<file path="src/rtl/lct_pkg.sv">
package lct_pkg;

   localparam int DIV_CFG_W = 4;
   localparam int SHIFT_W   = 3;

   // Divider code {cfg[3], cfg[1:0]}; prescale shift = code + 1 (mod 8).
   function automatic logic [SHIFT_W-1:0] lct_decode_shift(input logic [DIV_CFG_W-1:0] cfg);
      logic [SHIFT_W-1:0] code;
      code = {cfg[3], cfg[1:0]};
      return code + SHIFT_W'(1);
   endfunction

   // Bits of the divide register that are kept on a write.
   localparam logic [DIV_CFG_W-1:0] DIV_KEEP = 4'b1011;

endpackage

</file>
<file path="src/rtl/lct_prescaler.sv">
module lct_prescaler #(
   parameter int SHIFT_W = 3
) (
   input  logic               clk,
   input  logic               rst_n,
   input  logic               tick_en,
   input  logic               restart,
   input  logic [SHIFT_W-1:0] shift,
   output logic               tick
);
   localparam int MAX_SHIFT = (1 << SHIFT_W) - 1;
   localparam int PC_W      = MAX_SHIFT;

   logic [PC_W-1:0]    pc_q;
   logic [MAX_SHIFT:0] aligned;

   // One alignment detector per possible shift value.
   for (genvar s = 0; s <= MAX_SHIFT; s++) begin : g_align
      if (s == 0) begin : g_zero
         assign aligned[s] = 1'b1;
      end else begin : g_low
         assign aligned[s] = &pc_q[s-1:0];
      end
   end

   assign tick = tick_en & aligned[shift];

   always_ff @(posedge clk or negedge rst_n) begin
      if (!rst_n) begin
         pc_q <= '0;
      end else if (restart) begin
         pc_q <= '0;
      end else if (tick_en) begin
         pc_q <= pc_q + PC_W'(1);
      end
   end

   // with the enable low the prescale counter holds
   a_r3_hold_when_idle: assert property (@(posedge clk) disable iff (!rst_n)
      (!tick_en && !restart) |=> (pc_q == $past(pc_q)));

   // a load restarts the prescaler
   a_r4_restart_clears: assert property (@(posedge clk) disable iff (!rst_n)
      restart |=> (pc_q == '0));

endmodule

</file>
<file path="src/rtl/lct_counter.sv">
module lct_counter #(
   parameter int CNT_W = 32
) (
   input  logic             clk,
   input  logic             rst_n,
   input  logic             load,
   input  logic [CNT_W-1:0] load_val,
   input  logic             step,
   input  logic             periodic,
   output logic [CNT_W-1:0] count,
   output logic             expire
);
   logic [CNT_W-1:0] cnt_q;
   logic [CNT_W-1:0] init_q;
   logic             running;
   logic             advance;

   assign running = (init_q != '0) && (periodic || (cnt_q != '0));
   assign advance = step && running && !load;
   assign expire  = advance && (cnt_q == CNT_W'(1));
   assign count   = cnt_q;

   always_ff @(posedge clk or negedge rst_n) begin
      if (!rst_n) begin
         cnt_q  <= '0;
         init_q <= '0;
      end else if (load) begin
         cnt_q  <= load_val;
         init_q <= load_val;
      end else if (advance) begin
         if (cnt_q == '0) begin
            cnt_q <= init_q;
         end else begin
            cnt_q <= cnt_q - CNT_W'(1);
         end
      end
   end

   // load value appears in the next cycle
   a_r4_load_value: assert property (@(posedge clk) disable iff (!rst_n)
      load |=> (cnt_q == $past(load_val)));

   // one-shot count never rises without a load
   a_r5_oneshot_nonrising: assert property (@(posedge clk) disable iff (!rst_n)
      (!load && !periodic) |=> (cnt_q <= $past(cnt_q)));

   // periodic wrap reloads the initial count
   a_r6_wrap_reload: assert property (@(posedge clk) disable iff (!rst_n)
      (step && periodic && !load && cnt_q == '0 && init_q != '0) |=> (cnt_q == $past(init_q)));

   // zero initial count keeps the timer idle
   a_r8_zero_idle: assert property (@(posedge clk) disable iff (!rst_n)
      (init_q == '0 && !load) |=> (cnt_q == '0));

endmodule

</file>
<file path="src/rtl/lct_entry.sv">
module lct_entry #(
   parameter int LVT_W    = 32,
   parameter int VEC_W    = 8,
   parameter int MASK_BIT = 16,
   parameter int MODE_BIT = 17
) (
   input  logic                       clk,
   input  logic                       rst_n,
   input  logic                       div_we,
   input  logic                       entry_we,
   input  logic [LVT_W-1:0]           wdata,
   input  logic                       expire,
   output logic [lct_pkg::SHIFT_W-1:0] shift,
   output logic                       periodic,
   output logic [VEC_W-1:0]           vec,
   output logic                       irq
);
   import lct_pkg::*;

   logic [DIV_CFG_W-1:0] cfg_q;
   logic [LVT_W-1:0]     ent_q;
   logic                 irq_q;
   logic                 masked;

   localparam logic [LVT_W-1:0] ENT_RESET = LVT_W'(1) << MASK_BIT;

   assign masked   = ent_q[MASK_BIT];
   assign periodic = ent_q[MODE_BIT];
   assign vec      = ent_q[VEC_W-1:0];
   assign shift    = lct_decode_shift(cfg_q);
   assign irq      = irq_q;

   always_ff @(posedge clk or negedge rst_n) begin
      if (!rst_n) begin
         cfg_q <= '0;
         ent_q <= ENT_RESET;
         irq_q <= 1'b0;
      end else begin
         irq_q <= expire && !masked;
         if (div_we) begin
            cfg_q <= wdata[DIV_CFG_W-1:0] & DIV_KEEP;
         end
         if (entry_we) begin
            ent_q <= wdata;
         end
      end
   end

   // a request only follows an unmasked entry
   a_r7_unmasked_only: assert property (@(posedge clk) disable iff (!rst_n)
      irq_q |-> !$past(masked));

   // the request is a single-cycle pulse
   a_r7_single_cycle: assert property (@(posedge clk) disable iff (!rst_n)
      irq_q |=> !irq_q);

   // divide register bit 2 always reads back clear
   a_r2_bit2_dropped: assert property (@(posedge clk) disable iff (!rst_n)
      div_we |=> (cfg_q[2] == 1'b0));

endmodule

</file>
<file path="src/rtl/local_irq_timer.sv">
module local_irq_timer #(
   parameter int CNT_W    = 32,
   parameter int VEC_W    = 8,
   parameter int MASK_BIT = 16,
   parameter int MODE_BIT = 17
) (
   input  logic             clk,
   input  logic             rst_n,
   input  logic             tick_en,
   input  logic             init_we,
   input  logic             div_we,
   input  logic             entry_we,
   input  logic [CNT_W-1:0] wdata,
   output logic [CNT_W-1:0] cur_count,
   output logic             irq_req,
   output logic [VEC_W-1:0] irq_vec
);
   import lct_pkg::*;

   if (CNT_W < 8 || CNT_W > 64) begin : g_bad_cnt_w
      $error("local_irq_timer: CNT_W out of range");
   end
   if (MASK_BIT >= CNT_W || MODE_BIT >= CNT_W || MASK_BIT == MODE_BIT) begin : g_bad_bits
      $error("local_irq_timer: entry flag bits invalid");
   end
   if (MASK_BIT < VEC_W || MODE_BIT < VEC_W) begin : g_bad_overlap
      $error("local_irq_timer: flag bits overlap the vector field");
   end

   logic [SHIFT_W-1:0] shift;
   logic               tick;
   logic               periodic;
   logic               expire;

   lct_prescaler #(.SHIFT_W(SHIFT_W)) u_presc (
      .clk     (clk),
      .rst_n   (rst_n),
      .tick_en (tick_en),
      .restart (init_we),
      .shift   (shift),
      .tick    (tick)
   );

   lct_counter #(.CNT_W(CNT_W)) u_count (
      .clk      (clk),
      .rst_n    (rst_n),
      .load     (init_we),
      .load_val (wdata),
      .step     (tick),
      .periodic (periodic),
      .count    (cur_count),
      .expire   (expire)
   );

   lct_entry #(
      .LVT_W    (CNT_W),
      .VEC_W    (VEC_W),
      .MASK_BIT (MASK_BIT),
      .MODE_BIT (MODE_BIT)
   ) u_entry (
      .clk      (clk),
      .rst_n    (rst_n),
      .div_we   (div_we),
      .entry_we (entry_we),
      .wdata    (wdata),
      .expire   (expire),
      .shift    (shift),
      .periodic (periodic),
      .vec      (irq_vec),
      .irq      (irq_req)
   );

   // a request coincides with the count reading zero
   a_r7_irq_at_zero: assert property (@(posedge clk) disable iff (!rst_n)
      irq_req |-> (cur_count == '0));

   // no request in the cycle right after a load
   a_r10_no_irq_after_load: assert property (@(posedge clk) disable iff (!rst_n)
      init_we |=> !irq_req);

endmodule

</file>
<file path="config.mk">
export PLATFORM = sky130hd
export DESIGN_NAME = local_irq_timer
export DESIGN_NICKNAME = d
export VERILOG_FILES = /design/src/rtl/lct_pkg.sv /design/src/rtl/lct_prescaler.sv /design/src/rtl/lct_counter.sv /design/src/rtl/lct_entry.sv /design/src/rtl/local_irq_timer.sv
export SDC_FILE = /design/constraint.sdc
export NUM_CORES = 1
export LEC_CHECK = 0
export ABC_AREA = 1
export CAP_MARGIN = 25
export CORE_ASPECT_RATIO = 2
export CORE_MARGIN = 2
export CORE_UTILIZATION = 35
export CTS_CLUSTER_DIAMETER = 60
export DETAILED_ROUTE_END_ITERATION = 8
export PLACE_DENSITY = 0.62
export SLEW_MARGIN = 15
export SYNTH_ARGS = -nofsm -noshare
export SYNTH_HDL_FRONTEND = slang
export SYNTH_SLANG_ARGS = --single-unit
</file>
<file path="constraint.sdc">
create_clock -name clk -period 2.8 [get_ports clk]
set_clock_uncertainty 0.2 [all_clocks]
set_input_delay 0.42 -clock clk [delete_from_list [all_inputs] [get_ports clk]]
set_output_delay 0.42 -clock clk [all_outputs]
set_load 0.1 [all_outputs]
</file>
# [Yosys cells after proc, flatten, opt, wreduce, memory -nomap -nowiden]
# Cells that the tools add are included.
# W data, S select, Z words.
[totals] register_bits=93 input_bits=38 output_inout_bits=41 elab_cells=38
[op_classes] add_sub_neg=3 magnitude_cmp=1 n_eq_ne=1 mux=7 bitwise_logic=1 n_reduce_logical=19
[op_table] op="$mux W32" count=3
[op_table] op="$reduce_bool A32 Y1" count=2
[op_table] op="$eq A32 B1 Y1 const B" count=1
[op_table] op="$logic_not A32 Y1" count=1
[op_table] op="$sub A32 B1 Y32 const B" count=1
[op_table] op="$mux W7" count=2
[op_table] op="$add A7 B1 Y7 const B" count=1
[op_table] op="$reduce_and A7 Y1" count=1
[op_table] op="$reduce_and A6 Y1" count=1
[op_table] op="$logic_and A1 B1 Y1" count=5
[op_table] op="$reduce_and A5 Y1" count=1
[op_table] op="$lt A3 B4 Y1 const B" count=1
[op_table] op="$reduce_and A4 Y1" count=1
[op_table] op="$reduce_bool A2 Y1" count=2
[op_table] op="$add A3 B1 Y3 const B" count=1
[op_table] op="$bmux W1 S3" count=1
[op_table] op="$reduce_and A3 Y1" count=1
[op_table] op="$logic_not A1 Y1" count=2
[op_table] op="$reduce_and A2 Y1" count=1
[op_table] op="$and A1 B1 Y1" count=1
[op_table] op="$logic_or A1 B1 Y1" count=1
[op_table] op="$mux W1" count=1

# [Longest topological paths before layout]
[logic_depth] ltp_word=8 mapped_depth=13 mapped_depth_nobuf=12

# [By module]
# A second synthesis with hierarchy kept.
[hier_totals] cells_unflattened=758 hier_area_um2=5157.4
[modules_own_cells] module="lct_counter" instances=1 cells_each=623 area_each_um2=4077.7 seq_area_each_um2=1601.5
[modules_own_cells] module="lct_entry" instances=1 cells_each=73 area_each_um2=619.3 seq_area_each_um2=351.6
[modules_own_cells] module="lct_prescaler" instances=1 cells_each=62 area_each_um2=460.4 seq_area_each_um2=175.2

# [Least setup slack after synthesis]
# Ideal clock, no wire load.
[synth_path] path_type="flip-flop to flip-flop" from="register u_count.cnt_q[0] (netlist: u_count.count[0])" to="register u_count.cnt_q[16] (netlist: u_count.count[16])" setup_time_ns=0.122 arrival_ns=2.235 required_ns=2.478 slack_ns=0.242 stages_incl_launch_ff=13 path_buffers=1 synth_period_minus_slack_ns=2.558 path_cell_list="dfrtp_1 -> inv_1 -> ha_1 -> nand2_2 -> nor2_8 -> nand3_4 -> nor2_8 -> nand2_4 -> nand3_4 -> nand2_4 -> buf_6 -> nand2_1 -> o21ai_2"
[synth_via] elab_chain_len=6 elab_cells_between_ends=11 cone_classes="1 x add/sub; 3 x mux; 7 x reduce/logical"
[synth_lines] element="from (decl)" line_no="lct_counter.sv:13" rtl="logic [CNT_W-1:0] cnt_q;"
[synth_lines] element="from (signal assigned)" line_no="lct_counter.sv:28" rtl="cnt_q <= load_val;"
[synth_lines] element="from (signal assigned)" line_no="lct_counter.sv:32" rtl="cnt_q <= init_q;"
[synth_lines] element="from (signal assigned)" line_no="lct_counter.sv:34" rtl="cnt_q <= cnt_q - CNT_W'(1);"
[synth_lines] element="branches (longest 6 deep; another with $sub A32 B1 Y32)"
# Parallel ways; which one is timed is not known. The select of a mux whose other input is x is not followed.
# A chain may end at the register's enable or synchronous reset.

# [Final worst setup path]
[layout_path] from="register u_count.cnt_q[13] (netlist: u_count.count[13])" to="register u_count.cnt_q[0] (netlist: u_count.count[0])"
[layout_via] elab_chain_len=6 elab_cells_between_ends=10 cone_classes="3 x mux; 7 x reduce/logical"
[layout_lines] element="$reduce_bool A32 Y1" line_no="lct_counter.sv:18" rtl="assign running = (init_q != '0) && (periodic || (cnt_q != '0));"
[layout_lines] element="$logic_or A1 B1 Y1" line_no="lct_counter.sv:18"
[layout_lines] element="$logic_and A1 B1 Y1" line_no="lct_counter.sv:18"
[layout_lines] element="$logic_and A1 B1 Y1 (2 in a row)" line_no="lct_counter.sv:19" rtl="assign advance = step && running && !load;"
[layout_lines] element="$reduce_bool A2 Y1 (no line)"
# Several ways; a longest one is shown, not always the timed one. The select of a mux whose other input is x is not followed.

==> results.md <==
* Total power at about 4.5 mW
* Hold Vio Cnt, Final at 0
* Core footprint at approximately 14,000 um2
* Cell mode on critical path: nand2_1
* DP Worst Slack at ~0.4 ns
* Post-synthesis xor/xnor area fraction at 0.0222
* H-tree depth at 3
* Initial drt markers at 279
* Synth unique cells at 31
* Mux share of post-synthesis cell area at 0.0220
* Relative slew slack at 0.595
* Syn Inst Count at roughly 720
* CTS tree: done
* Min-delay worst type: reg2reg
* Yosys warns at 0
* Pre-Repair DR Iteration Count at 4
* Sequential cell area fraction in the yosys report at 0.415
* Worst-skew pair later-pin latency at between 0.3 and 0.4 ns
* Clock root buffer: clkbuf_16
* I/O Buffers at 78
* Reg power frac at 0.349
* Commonest non-fill, non-tap cell in the layout: nand2_1
* Setup crit end kind: flip-flop
* Die area at ~16,000 um2
* Layout cells sized above 1 at 0.131
* Number of global-route vias before repair at just under 5,000
* Largest net degree at the start of global routing at 60
* Maxcap violations at 0
* Ant diodes at 0
* Clock-pin slew on the worst setup and hold paths at ~0.06 ns
* Max Clk Rate at between 400 and 500 MHz
* Reg2reg start: u_count.count[13]
* Hold_sp: u_count.init_q[26]
* Initial antenna violation count at 0
* # rows at 62
* Post-Synth Simple-Gate Area at 0.390
* Max VDD drop at between 0.0003 and 0.0004 V
* Final instance area at about 6300 um2
* Combinational share of power at 0.409
* Startpoint types: flip-flop
* Setup TNS after final layout at 0 ns
* Critical path class: reg2reg
* Worst-path cell chain: nor2_1 -> nand2_1 -> nor2_2 -> nand2_1 -> nor2_1 -> buf_4 -> nand2_1 -> o21ai_0 -> nand3_1 -> nand3_1
* Area delta synth->final at 22.4%
* Tot GR Track Use at 0.219
* Starting Density at 0.357
* Most frequent cells in the layout: 261 x nand2_1, 88 x nand3_1, 87 x nor2_1, 84 x dfrtp_1, 64 x inv_1
* Post-route setup slack at roughly 0.39 ns
* Drt wl/cell at 16.5 um
* Final net count at between 800 and 900
* Mapped Avg Cell Area at 7.09 um2
* Mapped Area at slightly above 5000 um2
* Placement Cell Area at approximately 6000 um2
* Clock share of power at 0.242
* Worst path top cell family by delay: simple AND/OR/NAND/NOR gates
* R2R Setup Slk at about 0.4 ns
* Max-slew violation count at 0
* Compound-Gate Fraction of Synth Area at 0.0540
* Switching Share at 0.461
* Placed instance count at about 980
* Num CTS Buffers at 9
* R2R depth at 10
* Internal at between 2 and 2.5 mW
* Synth Area in Adders at 0.0147
* Routability cong. at 0.964
* Crit path largest cell delay at 0.45 ns
* Layout Utilization at 0.437
* Hold slack at ~0.30 ns
* Final min period at roughly 2.4 ns
* Grt total ovfl at 0
* Post_cts resized at 0
* Leakage power at 3.15 nW
* Crit Path Max Fanout at 7
* Slowest cell on the critical path: dfrtp_1
* Largest family of logic cells by synthesized area: simple AND/OR/NAND/NOR gates
* Data arrival, critical path at 2.48 ns
* Final wirelength at 16.4 mm
* Synthesis-stage register bit count at between 80 and 90
* Fin cells at 995
* IO Pins at between 70 and 80
* Global-route wire length before repair at approximately 26 mm
* Clock buffer depth at 2
* Switching power at between 2 and 2.5 mW
* Vias per cell at 4.95
* Die Ht at roughly 180 um
* Hold path endpoint: u_count.init_q[26]
* Hold path depth at 2
* ANT nets after route at 0
* Sink Count at 85
* Req. time, crit path at ~2.9 ns
* Status: completed
* RSZ-0062 raised after global routing: no
* DR vias at between 4,000 and 5,000
* Worst Tran Pin Value at around 0.61 ns
* Die width at ~90 um
* Buffers & Inverters on Critical Path at 1
* Final setup fails at 0
* Residual DRC at 0
* Net Count, Synth at roughly 770
* Final HPWL DP at 12.9 mm
* Pwr/cell area at approximately 700 nW/um2
* Fin crit share at 0.859
* R2R Path End: u_count.count[0]
[cells by family after synthesis]
kind of cell,count (synthesis)
AO/OA/AOI/OAI,49
multiplexers,10
buffers and inverters,95
flip-flops,85
XOR/XNOR,13
adder cells (fa/ha/maj),6
AND/OR/NAND/NOR,465
[how the worst max path moves through the flow]
stage | from | end | slack (ns) | depth (start not counted)
global placement | tick_en | u_entry.irq | 0.37 | 6
floorplan | u_count.count[0] | u_count.count[16] | 0.24 | 12
global route | u_presc.pc_q[0] | u_count.count[15] | 0.18 | 12
CTS | u_count.count[0] | u_count.count[5] | 0.39 | 11
detailed placement | tick_en | u_entry.irq | 0.40 | 6
finish | u_count.count[13] | u_count.count[0] | 0.39 | 10
[power groups by stage]
stage | clock network, mW | logic, mW | registers, mW
after floorplan | 0 | 0.735 | 2.19
after global routing | 1.17 | 1.98 | 1.59
after CTS | 1.13 | 1.86 | 1.58
after detailed placement | 0 | 1.86 | 1.60
final | 1.09 | 1.85 | 1.58
after global placement | 0 | 1.86 | 1.59
[synth_stat cells]
library cell	count	area (um2)
mux2_2	10	113
nand3_1	88	440
buf_1	4	15.0
or2_2	1	6.26
nand2_2	2	12.5
nand4_1	11	68.8
buf_2	2	10.0
ha_1	6	75.1
nor3_1	2	10.0
buf_6	3	33.8
xor2_1	12	105
a21oi_1	3	15.0
dfstp_2	1	26.3
dfrtp_1	84	2100
clkbuf_1	11	41.3
o21ai_0	37	185
nand3_4	2	35.0
xnor2_1	1	8.76
o21ai_2	8	70.1
nand3b_1	1	7.51
nand2_4	2	22.5
nor2_1	87	327
inv_1	64	240
buf_4	10	75.1
nand2_1	261	980
nor2_4	2	22.5
nor2_2	3	18.8
nor3b_1	1	7.51
a31oi_1	1	6.26
nor2_8	2	40.0
clkinv_1	1	3.75
[metal layers]
metal	vias to the layer above	global-route usage	routed length [um]
met2	130	0.392	9060
met1	2333	0.229	5640
met4	0	0.124	925
met3	42	0.0392	756
li1	2424	-	-
met5	-	0	0
[registers in the layout, indices dropped and copies added (netlist names)]
signal and count:
u_entry.irq 1, u_entry.ent_q 10, u_presc.pc_q 7, u_count.init_q 32
u_entry.cfg_q 3, u_count.count 32
[worst min-delay path: cells and delay by family (launching register included)]
| kind | cells | cell delay (ns) |
|---|---|---|
| flops | 1 | 0.35 |
| simple gates | 2 | 0.12 |
[area by class of cell]
| class | count | area, um2 |
|---|---|---|
| clock buffers | 12 | 236 |
| clock inverters | 4 | 26.3 |
| fillers | 1537 | 8080 |
| inverters | 65 | 244 |
| multi-input cells | 543 | 2580 |
| flip-flops and latches | 85 | 2130 |
| well taps | 192 | 240 |
| repair buffers | 94 | 818 |
[timing repair]
| item | CTS | global route |
|---|---|---|
| endpoints found under the hold margin | 26 | 0 |
| buffers inserted | 0 | 0 |
| hold buffers | 1 | 0 |
Note: power is estimated with default switching activity, not from simulation.
